`src/rtl/ber_pkg.sv`:
```
package ber_pkg;
  typedef enum logic [1:0] {
    ST_HUNT   = 2'd0,
    ST_CHECK  = 2'd1,
    ST_RESYNC = 2'd2
  } ber_state_e;

  localparam int unsigned LANE_BITS = 0;
  localparam int unsigned LANE_ERRS = 1;
  localparam int unsigned NUM_LANES = 2;
endpackage

```
`src/rtl/ber_edge_sync.sv`:
```
module ber_edge_sync #(
  parameter int unsigned SYNC_STAGES = 2
) (
  input  logic clk,
  input  logic rst_n,
  input  logic rx_dclk,
  input  logic rx_data,
  output logic bit_stb,
  output logic bit_val
);
  localparam int unsigned TOP = SYNC_STAGES - 1;

  logic [SYNC_STAGES-1:0] dclk_q;
  logic [SYNC_STAGES-1:0] data_q;
  logic                   dclk_last;

  always_ff @(posedge clk or negedge rst_n) begin
    if (!rst_n) begin
      dclk_q    <= '0;
      data_q    <= '0;
      dclk_last <= 1'b0;
    end else begin
      dclk_q    <= {dclk_q[SYNC_STAGES-2:0], rx_dclk};
      data_q    <= {data_q[SYNC_STAGES-2:0], rx_data};
      dclk_last <= dclk_q[TOP];
    end
  end

  always_comb begin
    bit_stb = dclk_q[TOP] & ~dclk_last;
    bit_val = data_q[TOP];
  end

  // a single data-clock edge yields exactly one bit strobe
  assert_single_strobe_R2: assert property (@(posedge clk) disable iff (!rst_n)
    bit_stb |=> !bit_stb);
endmodule

```
`src/rtl/ber_framer.sv`:
```
module ber_framer
  import ber_pkg::*;
#(
  parameter logic [7:0]  MARK_BYTE  = 8'hAA,
  parameter int unsigned PAY_BYTES  = 32,
  parameter logic [7:0]  FIRST_BYTE = 8'h00
) (
  input  logic clk,
  input  logic rst_n,
  input  logic bit_stb,
  input  logic bit_val,
  output logic cmp_vld,
  output logic cmp_err
);
  localparam int unsigned PAY_BITS = PAY_BYTES * 8;
  localparam int unsigned IDX_W    = $clog2(PAY_BITS);
  localparam logic [IDX_W-1:0] LAST_IDX = IDX_W'(PAY_BITS - 1);

  ber_state_e       state, state_nx;
  logic [7:0]       win, win_nx;
  logic [IDX_W-1:0] idx, idx_nx;
  logic [2:0]       rcnt, rcnt_nx;
  logic [7:0]       exp_byte;
  logic             exp_bit;
  logic             at_last;
  logic             mark_hit;

  always_comb begin
    win_nx   = bit_stb ? {win[6:0], bit_val} : win;
    mark_hit = ({win[6:0], bit_val} == MARK_BYTE);
    exp_byte = FIRST_BYTE + 8'(idx[IDX_W-1:3]);
    exp_bit  = exp_byte[3'd7 - idx[2:0]];
    at_last  = (idx == LAST_IDX);
  end

  always_comb begin
    state_nx = state;
    idx_nx   = idx;
    rcnt_nx  = rcnt;
    cmp_vld  = 1'b0;
    cmp_err  = 1'b0;
    if (bit_stb) begin
      case (state)
        ST_HUNT: begin
          if (mark_hit) begin
            state_nx = ST_CHECK;
            idx_nx   = '0;
          end
        end
        ST_CHECK: begin
          cmp_vld = 1'b1;
          cmp_err = bit_val ^ exp_bit;
          if (at_last) begin
            state_nx = ST_RESYNC;
            rcnt_nx  = '0;
          end else begin
            idx_nx = idx + IDX_W'(1);
          end
        end
        ST_RESYNC: begin
          rcnt_nx = rcnt + 3'd1;
          if (rcnt == 3'd7) begin
            idx_nx   = '0;
            state_nx = mark_hit ? ST_CHECK : ST_HUNT;
          end
        end
        default: state_nx = ST_HUNT;
      endcase
    end
  end

  always_ff @(posedge clk or negedge rst_n) begin
    if (!rst_n) begin
      state <= ST_HUNT;
      win   <= '0;
      idx   <= '0;
      rcnt  <= '0;
    end else begin
      state <= state_nx;
      win   <= win_nx;
      idx   <= idx_nx;
      rcnt  <= rcnt_nx;
    end
  end

  // a finished payload is always followed by the marker check
  assert_resync_after_payload_R6: assert property (@(posedge clk) disable iff (!rst_n)
    (state == ST_CHECK && bit_stb && at_last) |=> (state == ST_RESYNC));
  // hunting only ends on a marker match
  assert_hunt_holds_R3: assert property (@(posedge clk) disable iff (!rst_n)
    (state == ST_HUNT && !(bit_stb && mark_hit)) |=> (state == ST_HUNT));
  // errors are only flagged on compared bits
  assert_err_needs_cmp_R5: assert property (@(posedge clk) disable iff (!rst_n)
    cmp_err |-> cmp_vld);
  // no comparison while hunting or resyncing
  assert_no_cmp_outside_R7: assert property (@(posedge clk) disable iff (!rst_n)
    (state != ST_CHECK) |-> !cmp_vld);
endmodule

```
`src/rtl/ber_counters.sv`:
```
module ber_counters
  import ber_pkg::*;
#(
  parameter int unsigned CNT_W = 32
) (
  input  logic             clk,
  input  logic             rst_n,
  input  logic             clr,
  input  logic             inc_bit,
  input  logic             inc_err,
  input  logic             snap,
  output logic [CNT_W-1:0] disp_bits,
  output logic [CNT_W-1:0] disp_errs
);
  localparam logic [CNT_W-1:0] CNT_MAX = '1;

  logic [NUM_LANES-1:0] inc;
  logic [CNT_W-1:0]     live    [NUM_LANES];
  logic [CNT_W-1:0]     live_nx [NUM_LANES];
  logic [CNT_W-1:0]     hold    [NUM_LANES];

  always_comb begin
    inc[LANE_BITS] = inc_bit;
    inc[LANE_ERRS] = inc_err;
  end

  for (genvar g = 0; g < NUM_LANES; g++) begin : g_lane
    always_comb begin
      if (clr)
        live_nx[g] = '0;
      else if (inc[g] && live[g] != CNT_MAX)
        live_nx[g] = live[g] + CNT_W'(1);
      else
        live_nx[g] = live[g];
    end

    always_ff @(posedge clk or negedge rst_n) begin
      if (!rst_n) begin
        live[g] <= '0;
        hold[g] <= '0;
      end else begin
        live[g] <= live_nx[g];
        if (snap) hold[g] <= live[g];
      end
    end

    // a full counter stays full until cleared
    assert_no_overflow_R8: assert property (@(posedge clk) disable iff (!rst_n)
      (live[g] == CNT_MAX && !clr) |=> (live[g] == CNT_MAX));
    // displayed value only changes on a request
    assert_hold_stable_R10: assert property (@(posedge clk) disable iff (!rst_n)
      !snap |=> $stable(hold[g]));
    // clear empties the running counter
    assert_clear_R9: assert property (@(posedge clk) disable iff (!rst_n)
      clr |=> (live[g] == '0));
  end

  always_comb begin
    disp_bits = hold[LANE_BITS];
    disp_errs = hold[LANE_ERRS];
  end

  // errors never outnumber compared bits
  assert_errs_le_bits_R11: assert property (@(posedge clk) disable iff (!rst_n)
    live[LANE_ERRS] <= live[LANE_BITS]);
endmodule

```
`src/rtl/ber_engine.sv`:
```
module ber_engine #(
  parameter logic [7:0]  MARK_BYTE   = 8'hAA,
  parameter int unsigned PAY_BYTES   = 32,
  parameter logic [7:0]  FIRST_BYTE  = 8'h00,
  parameter int unsigned CNT_W       = 32,
  parameter int unsigned SYNC_STAGES = 2
) (
  input  logic             clk,
  input  logic             rst_n,
  input  logic             rx_dclk,
  input  logic             rx_data,
  input  logic             clr,
  input  logic             show_req,
  output logic [CNT_W-1:0] disp_bits,
  output logic [CNT_W-1:0] disp_errs
);
  logic [1:0] rst_pipe;
  logic       rst_n_int;
  logic       bit_stb;
  logic       bit_val;
  logic       cmp_vld;
  logic       cmp_err;

  always_ff @(posedge clk or negedge rst_n) begin
    if (!rst_n) rst_pipe <= 2'b00;
    else        rst_pipe <= {rst_pipe[0], 1'b1};
  end

  always_comb rst_n_int = rst_pipe[1];

  ber_edge_sync #(
    .SYNC_STAGES (SYNC_STAGES)
  ) u_sync (
    .clk     (clk),
    .rst_n   (rst_n_int),
    .rx_dclk (rx_dclk),
    .rx_data (rx_data),
    .bit_stb (bit_stb),
    .bit_val (bit_val)
  );

  ber_framer #(
    .MARK_BYTE  (MARK_BYTE),
    .PAY_BYTES  (PAY_BYTES),
    .FIRST_BYTE (FIRST_BYTE)
  ) u_framer (
    .clk     (clk),
    .rst_n   (rst_n_int),
    .bit_stb (bit_stb),
    .bit_val (bit_val),
    .cmp_vld (cmp_vld),
    .cmp_err (cmp_err)
  );

  ber_counters #(
    .CNT_W (CNT_W)
  ) u_counters (
    .clk       (clk),
    .rst_n     (rst_n_int),
    .clr       (clr),
    .inc_bit   (cmp_vld),
    .inc_err   (cmp_err),
    .snap      (show_req),
    .disp_bits (disp_bits),
    .disp_errs (disp_errs)
  );
endmodule

```
`config.mk`:
```
export PLATFORM = sky130hd
export DESIGN_NAME = ber_engine
export DESIGN_NICKNAME = d
export VERILOG_FILES = /design/src/rtl/ber_pkg.sv /design/src/rtl/ber_edge_sync.sv /design/src/rtl/ber_framer.sv /design/src/rtl/ber_counters.sv /design/src/rtl/ber_engine.sv
export SDC_FILE = /design/constraint.sdc
export NUM_CORES = 1
export LEC_CHECK = 0
export CORE_MARGIN = 5
export CORE_UTILIZATION = 62
export CTS_BUF_LIST = sky130_fd_sc_hd__clkbuf_2 sky130_fd_sc_hd__clkbuf_4 sky130_fd_sc_hd__clkbuf_8
export DETAILED_ROUTE_END_ITERATION = 8
export MAX_ROUTING_LAYER = met4
export PLACE_DENSITY = 0.84
export SLEW_MARGIN = 10
export SYNTH_ARGS = -nofsm -noshare
export SYNTH_HDL_FRONTEND = slang
export SYNTH_SLANG_ARGS = --single-unit
```
`constraint.sdc`:
```
create_clock -name clk -period 12.31 [get_ports clk]
set_clock_uncertainty 0.2 [all_clocks]
set_input_delay 1.8465 -clock clk [delete_from_list [all_inputs] [get_ports clk]]
set_output_delay 1.8465 -clock clk [all_outputs]
set_load 0.02 [all_outputs]
```
# Word-level counts from Yosys, hierarchy flattened
# Cells that the tools add are included.
[op_classes]
n_lt_le_gt_ge = 1
muxes = 21
reduce_logical = 10
n_bitwise = 3
n_eq_ne = 11
addsub = 5
[ops]
columns = ["cell", "count"]
rows = [
  ["32-bit two-way mux", 4],
  ["32-bit by 1-bit adder with 32-bit output (second input constant)", 2],
  ["32-bit inequality test (second input constant)", 2],
  ["8-bit two-way mux", 3],
  ["8-bit case mux with 3 select lines", 1],
  ["8-bit equality test (second input constant)", 2],
  ["8-bit by 1-bit adder with 8-bit output (second input constant)", 1],
  ["1-bit two-way mux", 6],
  ["2-bit two-way mux", 3],
  ["2-bit by 1-bit inequality test with 1-bit output (second input constant)", 3],
  ["2-bit case mux with 3 select lines", 1],
  ["3-bit case mux with 2 select lines", 1],
  ["2-bit nonzero test", 3],
  ["5-bit AND reduction", 1],
  ["3-bit by 4-bit less-than comparator with 1-bit output (second input constant)", 1],
  ["4-bit AND reduction", 1],
  ["3-bit by 1-bit adder with 3-bit output (second input constant)", 1],
  ["1-bit binary-select mux with 3-bit select", 1],
  ["3-bit equality test (second input constant)", 1],
  ["3-bit two-way mux", 1],
  ["3-bit AND reduction", 1],
  ["3-bit nonzero test", 1],
  ["3-bit subtractor (first input constant)", 1],
  ["2-bit by 1-bit equality test with 1-bit output (second input constant)", 1],
  ["other kinds (7)", 8],
]
[totals]
ff_bits = 155
elab_cells = 63

# Depth between registers and ports, before layout
[depth]
ltp_word = 9
depth_mapped = 9
depth_no_buf = 8

# By module
# A second synthesis with hierarchy kept.
[hier_totals]
cells_unflattened = 659
hier_area_um2 = 7364.6
[modules_own_cells]
columns = ["module", "area_each_um2", "n_inst", "seq_area_each_um2", "cells_each"]
rows = [
  ["ber_counters", 6055.8, 1, 3203.1, 542],
  ["ber_framer", 1116.1, 1, 500.5, 108],
  ["ber_edge_sync", 138.9, 1, 125.1, 6],
  ["ber_engine", 53.8, 1, 50.0, 3],
]

# Worst setup path before layout
# No wires, ideal clock.
[synth_path]
path_kind = "input to register"
start = "input port show_req"
end = "register u_counters.hold, in the netlist u_counters.disp_bits[0]"
required_ns = 11.985
setup_slack_ns = 9.141
setup_time_ns = 0.125
path_stages = 3
t_arrival_ns = 2.845
cell_sequence = "clkbuf_1 clkbuf_1 mux2_2"
[synth_rtl]
columns = ["item", "line", "text"]
rows = [
  ["start, declared", "ber_engine.sv:13", "input logic show_req,"],
  ["end signal, assigned by index", "ber_counters.sv:43", "if (snap) hold[g] <= live[g];"],
  ["end, declared", "ber_counters.sv:20", "logic [CNT_W-1:0] hold [NUM_LANES];"],
]
# No word-level cell between the ends.

# Worst setup path in the final report
[layout_path]
start = "register u_counters.hold, in the netlist u_counters.disp_bits[21]"
end = "output port disp_bits[21]"
[layout_rtl]
columns = ["item", "line", "text"]
rows = [
  ["end, declared", "ber_engine.sv:14", "output logic [CNT_W-1:0] disp_bits,"],
]
# No word-level cell between the ends.

==> flow_summary.toml <==
[cts]
cts_tree = "built"
clk_path_buf_depth = 2
cts.clk_slew.worst_paths_ps = 80
postCtsSetupBuffers = 0
clkLatencyLatePin_ps = 450
cts_sinks = 155
cts-resized-gates = 0
cts_root_buffer = "clkbuf_8"
ctsHoldBuffers = 0
cts_buffers = 17
htreeDepth = 4

[placed_design]
dp_hpwl_um = 9856
dp.cells = 861
post_dp_cell_area_mm2 = 0.008095
place.gp.congestion = 0.8621
post-place-ws_ps = 8952
port_buffers = 69

[critical_path]
critPathMaxStageDelay_ps = 620
arrival_ps = 1460
cp.required_ps = 10260
crit_buf_inv = 1
cp_slowest_cell = "clkdlybuf4s50_1"
end_kind = "primary output"
cp_top_family = "buffers and inverters"
critPathKind = "flip-flop to primary output"
startpoint_type = "flip-flop"
crit_fanout = 2
crit_chain = "clkdlybuf4s50_1"

[finish]
synthToLayoutAreaGrowth_pct = 16.36
fin_area_mm2 = 0.008533
drive_above_1_share = 0.1722
final_cells = 892
post-route-util = 0.7410
diodes = 0
finalNetCount = 748
seq_area_mm2 = 0.003882
fillCellCount = 782
multi_input_area_mm2 = 0.003304

[timing]
slew_violations = 0
rsz0062_at_grt = "no"
finalHoldViolations = 0
totalNegativeSetupSlack_ps = 0
fin_hold_ws_ps = 159.3
min_period_over_period = 0.2852
worst_pin_slew_ps = 1108
max_freq_mhz = 284.9
setup_ws_ps = 8799
min_period_ps = 3511
setup_viol = 0
slew-limit-headroom = 0.2593

[logic_synthesis]
yosysUniqueCellTypes = 62
synth.cell_area_mm2 = 0.007333
synthTopCellsByCount = "dfrtp_1 (155), mux2_2 (69), nor2_1 (63)"
ys_seq_elements = 155
yosysWarnings = 0
synth_top_area_cell = "dfrtp_1"
yosysTopAreaCellShare = 0.5289
synth_most_common_cell = "dfrtp_1"
ys.flop_type = "dfrtp_1"
yosys-top-cells-area = "dfrtp_1 (53%), mux2_2 (11%), nor2_1 (3.2%), nand2_1 (3.2%), xor2_1 (2.7%)"
ys_async_sr_fraction = 1.000
synth.avg_cell_area_um2 = 10.88
synth-seq-area-share = 0.5289
synth_edf_count = 0
synthCells = 674
syn_nets = 685

[global_route]
antenna_found_initial = 0
grt_pass1_wl_um = 26010
grt_pass1_vias = 5512
gr-usage-met3 = 0.05301
busiest_layer = "met2"
grt_util_met2 = 0.3766
grt-ovfl-total = 0
grt_max_degree = 83
met1_usage = 0.2786
groute.usage.overall = 0.2297

[run_status]
status = "finished clean"

[route]
post-route-drc-count = 0
wl_um = 14710
wire_per_inst_um = 16.49
vias = 5345
drt_iter0_drc = 360
vias_per_cell = 5.992
dr.pass1.iters = 5
ant_nets = 0

[floorplan]
dieArea_mm2 = 0.01410
die_w_um = 118.8
floorplan.initialDensity = 0.6368
ios = 70
dieHeight_um = 118.8
core_mm2 = 0.01152
rows = 39

[flow_run]
cap_violations = 0

[power]
pwr-share-comb = 0.049
ir_drop_uv = 76.77
p_int_uw = 783.8
p_sw_frac = 0.2232
pwr-share-clk = 0.413
power.density_mw_per_mm2 = 118.2
leakage_nw = 3.720
pwr-share-seq = 0.538
p_switching_uw = 225.3
power.total_mw = 1.009

[min_path]
worst_hold_path_type = "flip-flop to flip-flop"
==> power groups by stage <==
stage               clock network [mW]  logic, mW  registers (mW)
floorplan                            0     0.0455           0.546
global placement                     0     0.0480           0.551
detailed placement                   0     0.0502           0.553
CTS                              0.427     0.0502           0.543
global route                     0.453     0.0564           0.546
finish                           0.416     0.0497           0.543
==> final timing paths <==
path,startpoint,end,slack [ps],cells after the start
max in group asynchronous,rst_pipe[1],u_counters.disp_errs[18],10130,1
min in group asynchronous,rst_pipe[1],u_counters.disp_bits[16],320,0
setup reg to reg,u_framer.idx[1],u_counters.live[0],9100,5
hold reg to reg,u_sync.data_q[0],u_sync.data_q[1],160,0
setup / recovery,u_counters.disp_bits[21],disp_bits[21],8800,1
hold / removal,u_sync.data_q[0],u_sync.data_q[1],160,0
==> registers in the layout, summed over array words and instances, names as in the netlist <==
| signal | cells |
|---|---|
| u_sync.dclk_q | 2 |
| u_sync.dclk_last | 1 |
| u_counters.live | 64 |
| rst_pipe | 2 |
| u_sync.data_q | 2 |
| u_framer.state | 2 |
| u_framer.rcnt | 3 |
| u_counters.disp_bits | 32 |
| u_counters.disp_errs | 32 |
| u_framer.win | 7 |
| u_framer.idx | 8 |
==> layout make-up <==
type,instances,area share
clock inverters,8,0.01642
inverters,5,0.002199
repair buffers,73,0.08328
well taps,143,0.02097
flip-flops and latches,155,0.4550
multi-input cells,485,0.3872
clock buffers,23,0.03490
==> logic make-up (layout without fill, tap and decap cells) <==
kind of cell	after synthesis	after routing	share of synthesized area
AOI/OAI and AO/OA	77	77	0.06245
buffers and inverters	34	109	0.02047
DFF	155	155	0.5289
other	1	1	0.0005114
xor gates and xnor gates	34	34	0.04061
muxes	76	76	0.1184
adders and majority gates	5	5	0.008531
and+or+nand+nor	292	292	0.2201
==> metal layers <==
metal  routed length, µm  vias up
met1                6200     2645
met2                7634      135
met3                 595       26
met4                 276        0
met5                   0        -
li1                    -     2539
==> placed cells by master, fill, tap and decap left out, types with 4 or more instances in the layout <==
master,instances
dfrtp_1,154
mux2_2,69
clkdlybuf4s50_1,67
nor2_1,63
nand2_1,62
nand3_1,33
a21oi_1,29
xor2_1,23
o21ai_0,21
nand4_1,21
clkbuf_8,20
or3_1,18
nor3_1,12
xnor2_1,11
nor2b_1,10
and3_1,9
nor4_1,8
o31ai_1,8
or4_1,8
and4_1,7
nand2b_1,6
inv_1,5
ha_1,5
mux2_4,4
nand4b_1,4
nor3_2,4
bufinv_16,4
clkinv_2,4
buf_4,4
(Power assumes the default switching activity.)
